[src/rtl/wp_status_ctrl.sv]
module wp_status_ctrl #(
  parameter int ADDR_W = 9,
  parameter logic [1:0] BP_INIT = 2'b00
) (
  input  logic              clk,
  input  logic              rst_n,
  input  logic              wp_level,
  input  logic              cmd_set_en,
  input  logic              cmd_clr_en,
  input  logic              cmd_wr_stat,
  input  logic [7:0]        stat_data,
  input  logic              cmd_prog,
  input  logic [ADDR_W-1:0] prog_addr,
  input  logic              prog_busy,
  output logic [7:0]        status_byte,
  output logic              grant,
  output logic              deny,
  output logic [1:0]        bp_out
);

  logic       wen_q;
  logic [1:0] bp_q;
  logic       busy_q;
  logic       in_prot;
  logic       may_write;
  logic       cycle_done;
  logic       set_ok;
  logic [1:0] top2;

  assign top2       = prog_addr[ADDR_W-1 -: 2];
  assign may_write  = wp_level && wen_q && !prog_busy;
  assign cycle_done = busy_q && !prog_busy;
  assign set_ok     = cmd_set_en && wp_level && !prog_busy;

  always_comb begin
    case (bp_q)
      2'b00:   in_prot = 1'b0;
      2'b01:   in_prot = (top2 == 2'b11);
      2'b10:   in_prot = top2[1];
      default: in_prot = 1'b1;
    endcase
  end

  assign grant = (cmd_prog && may_write && !in_prot) ||
                 (cmd_wr_stat && !cmd_prog && may_write);
  assign deny  = (cmd_prog || cmd_wr_stat) && !grant;

  always_ff @(posedge clk or negedge rst_n) begin
    if (!rst_n) begin
      wen_q  <= 1'b0;
      busy_q <= 1'b0;
    end else begin
      busy_q <= prog_busy;
      if (!wp_level)
        wen_q <= 1'b0;
      else if (set_ok)
        wen_q <= 1'b1;
      else if (cycle_done || (cmd_clr_en && !prog_busy))
        wen_q <= 1'b0;
    end
  end

  always_ff @(posedge clk or negedge rst_n) begin
    if (!rst_n)
      bp_q <= BP_INIT;
    else if (cmd_wr_stat && !cmd_prog && may_write)
      bp_q <= stat_data[3:2];
  end

  assign status_byte = prog_busy ? 8'hFF : {4'b0000, bp_q, wen_q, 1'b0};
  assign bp_out      = bp_q;

  assert_wen_rise_R2: assert property (@(posedge clk) disable iff (!rst_n)
    $rose(wen_q) |-> $past(cmd_set_en && wp_level && !prog_busy));

  assert_pin_clears_R3: assert property (@(posedge clk) disable iff (!rst_n)
    !wp_level |=> !wen_q);

  assert_done_clears_R4: assert property (@(posedge clk) disable iff (!rst_n)
    (busy_q && !prog_busy && !cmd_set_en) |=> !wen_q);

  assert_busy_reads_ones_R6: assert property (@(posedge clk) disable iff (!rst_n)
    prog_busy |-> (status_byte == 8'hFF));

  assert_grant_needs_latch_R7: assert property (@(posedge clk) disable iff (!rst_n)
    grant |-> (wen_q && wp_level && !deny));

  assert_bp_source_R8: assert property (@(posedge clk) disable iff (!rst_n)
    !$stable(bp_q) |-> $past(grant && cmd_wr_stat));

  assert_busy_denies_R9: assert property (@(posedge clk) disable iff (!rst_n)
    (prog_busy && (cmd_prog || cmd_wr_stat)) |-> (deny && !grant));

endmodule

[config.mk]
export PLATFORM = sky130hd
export DESIGN_NAME = wp_status_ctrl
export DESIGN_NICKNAME = d
export VERILOG_FILES = /design/src/rtl/wp_status_ctrl.sv
export SDC_FILE = /design/constraint.sdc
export NUM_CORES = 1
export LEC_CHECK = 0
export BUFFER_PORTS_ARGS = -buffer_cell sky130_fd_sc_hd__buf_2
export CAP_MARGIN = 20
export CORE_AREA = 2 2 39 41
export CTS_BUF_LIST = sky130_fd_sc_hd__clkbuf_16
export DETAILED_ROUTE_END_ITERATION = 16
export DIE_AREA = 0 0 41 43
export SLEW_MARGIN = 5
export SYNTH_ARGS = -nofsm -noshare
export SYNTH_HDL_FRONTEND = slang
export SYNTH_SLANG_ARGS = --single-unit
[constraint.sdc]
create_clock -name clk -period 1.06 [get_ports clk]
set_clock_uncertainty 0.05 [all_clocks]
set_input_delay 0.106 -clock clk [delete_from_list [all_inputs] [get_ports clk]]
set_output_delay 0.106 -clock clk [all_outputs]
set_load 0.02 [all_outputs]
==> results_dict.tcl <==
set metrics [dict create \
    setup_viol 7 \
    wire_per_inst_um 9.929 \
    maxCapViolCount 0 \
    first_iter_violations 0 \
    seqPwrFrac_pct 18.3 \
    fp.dieH_um 43 \
    postLayoutSetupSlackWorst_ps -331.8 \
    critPathLaunchType "flip-flop" \
    drt_first_pass_iters 1 \
    start_util_pct 20.25 \
    clock-sinks 4 \
    power.switching_uw 243.9 \
    final.fill_count 141 \
    ios 37 \
    dp_hpwl_um 542.8 \
    rows 14 \
    synthTopCellsByArea "dfrtp_1, buf_4, mux2_1" \
    finalPower_uw 1029 \
    fmax_mhz 718.5 \
    cts_buffers 3 \
    drcViolationCount 0 \
    antenna_left 0 \
    syn2layout_area_growth_pct 100.4 \
    yosysTopAreaCell "dfrtp_1" \
    required_ps 900 \
    pwr-share-comb_pct 23.6 \
    clk_pin_slew_ps 30 \
    antenna_cells 0 \
    synthesis.nets 52 \
    core_area_sq_um 1384 \
    worst_pin_slew_ps 208.0 \
    power_density_nw_per_um2 1831 \
    htreeDepth 1 \
    grt-ovfl-total 0 \
    layout_common_cells "buf_2, buf_6" \
    fin_nets 80 \
    die_w_um 41 \
    critPathKind "reg -> out" \
    fin_hold_ws_ps 49.51 \
    drive_above_1_share_pct 70.37 \
    place_area_sq_um 421.7 \
    via_per_inst 4.186 \
    rrSetupSlack_ps -170 \
    min_to "bp_out[0]" \
    slew_headroom_pct 86.12 \
    clkPwrFrac_pct 58.1 \
    cp_max_fo 4 \
    slew_viol_final 0 \
    outcome "finished, violations left" \
    finalSetupTns_ps -1413 \
    ys_seq_elements 4 \
    clockBufferDepth 2 \
    worstSkewPairLatency_ps 220 \
    cts_tree "yes" \
    syn_inst 27 \
    peakVddDrop_mv 0.9478 \
    end_kind "output pin" \
    rsz0062_at_grt "yes" \
    grt_util_all_layers_pct 10.17 \
    place.gp.congestion 0.6559 \
    violations "negative setup slack" \
    final_common_cell "buf_2" \
    worstReg2RegEnd "bp_out[0]" \
    netlist-cell-type-count 15 \
    syn_area_per_cell_sq_um 10.38 \
    switching_share_pct 23.70 \
    p_int_uw 785.0 \
    io_buffer_count 23 \
    hold_class "in -> reg" \
    yosysSeqAreaShare_pct 35.71 \
    r2r-start "wen_q" \
    post-route-period-util_pct 131.3 \
    final_cell_area_sq_um 561.8 \
    root_buffer "clkbuf_16" \
    period_needed_ps 1392 \
    grt_start_max_net_pins 8 \
    antenna_found_initial 0 \
    grt_pass1_vias 260 \
    syn_area_sq_um 280.3 \
    min_from "stat_data[2]" \
    worst_r2r_path_depth 3 \
    hold_violations 0 \
    dieArea_sq_um 1763 \
    worstPathArrival_ps 1240 \
    grt_pass1_wl_mm 1.041 \
    async_flop_share_pct 100.0 \
    ys_dominant_reg_cell "dfrtp_1" \
    cts_setup_buffers 0 \
    power.leakage_uw 0.0002925 \
    wirelength_um 695 \
    synth_edf_count 0 \
    synth_top_area_share_pct 35.71 \
    yosysWarnings 0 \
    min_path_cells 2 \
    routed-via-count 293 \
]
## stage by stage
| step | utilization [%] | worst slack [ps] | instances |
|---|---|---|---|
| final | 40.60 | -331.8 | 70 |
| after global routing | 40.60 | -379.9 | 70 |
| after CTS | 39.69 | -335.0 | 70 |
| after detailed placement | 30.47 | -153.1 | 65 |
| after global placement | 30.47 | -157.6 | 65 |
| after floorplan | - | -115.6 | 27 |
## cells by family after synthesis
| logic type | after synthesis | synth area share [%] |
|---|---|---|
| flip-flops | 4 | 35.72 |
| AND/OR/NAND/NOR | 10 | 28.57 |
| AO/OA/AOI/OAI | 6 | 14.29 |
| multiplexers | 2 | 8.035 |
| buffers and inverters | 5 | 13.39 |
## critical path, cell delays in order (launching register included)
cell and delay (ps):
dfrtp_2 410, o21ai_2 120, nand2_2 90, a211oi_4 240
buf_6 140
## what timing repair did
| action | CTS | global route |
|---|---|---|
| endpoints found under the hold margin | 4 | 0 |
| pin swaps | 0 | 2 |
| gates resized for setup | 12 | 4 |
| endpoints found under the setup margin | 7 | 7 |
| cloned | 0 | 0 |
| hold buffers | 1 | 0 |
## metal layers
layer | up-vias | GRT usage (%) | routed length [um]
li1 | 141 | - | -
met5 | - | 0 | 0
met2 | 22 | 12.19 | 283
met1 | 125 | 10.39 | 292
met4 | 0 | 14.00 | 44
met3 | 5 | 4.712 | 75
## cells in the mapped netlist, types with 2 or more instances
cell type	count
buf_4	5
dfrtp_1	4
or2_1	3
mux2_1	2
nor2_1	2
o21ai_0	2
## worst max-delay path by stage
stage | from | depth (start not counted) | slack [ps] | end
after detailed placement | wen_q | 3 | -150 | bp_out[0]
after floorplan | wen_q | 3 | -120 | bp_out[0]
after CTS | bp_out[0] | 4 | -330 | grant
final | bp_out[0] | 4 | -330 | grant
after global routing | bp_out[0] | 4 | -380 | grant
after global placement | wen_q | 3 | -160 | bp_out[0]
## power groups by stage
stage | sequential (uW) | clock (uW) | combinational [uW]
after CTS | 186 | 614 | 231
final | 188 | 598 | 243
after floorplan | 203 | 0 | 95.6
after detailed placement | 186 | 0 | 197
after global placement | 185 | 0 | 197
after global routing | 191 | 628 | 262
## state kept, by name, summed over array words and instances (netlist names)
| name | flops |
|---|---|
| bp_out | 2 |
| busy_q | 1 |
| wen_q | 1 |
## cell type report
class | count | area, sq um | share of cell area (%)
flip-flops and latches | 4 | 101.3 | 18.04
clock buffers | 3 | 75.07 | 13.36
multi-input cells | 18 | 165.2 | 29.40
repair buffers | 28 | 196.4 | 34.97
well taps | 16 | 20.02 | 3.563
clock inverters | 1 | 3.754 | 0.6682
No activity file was read; power rests on OpenSTA's default activity.
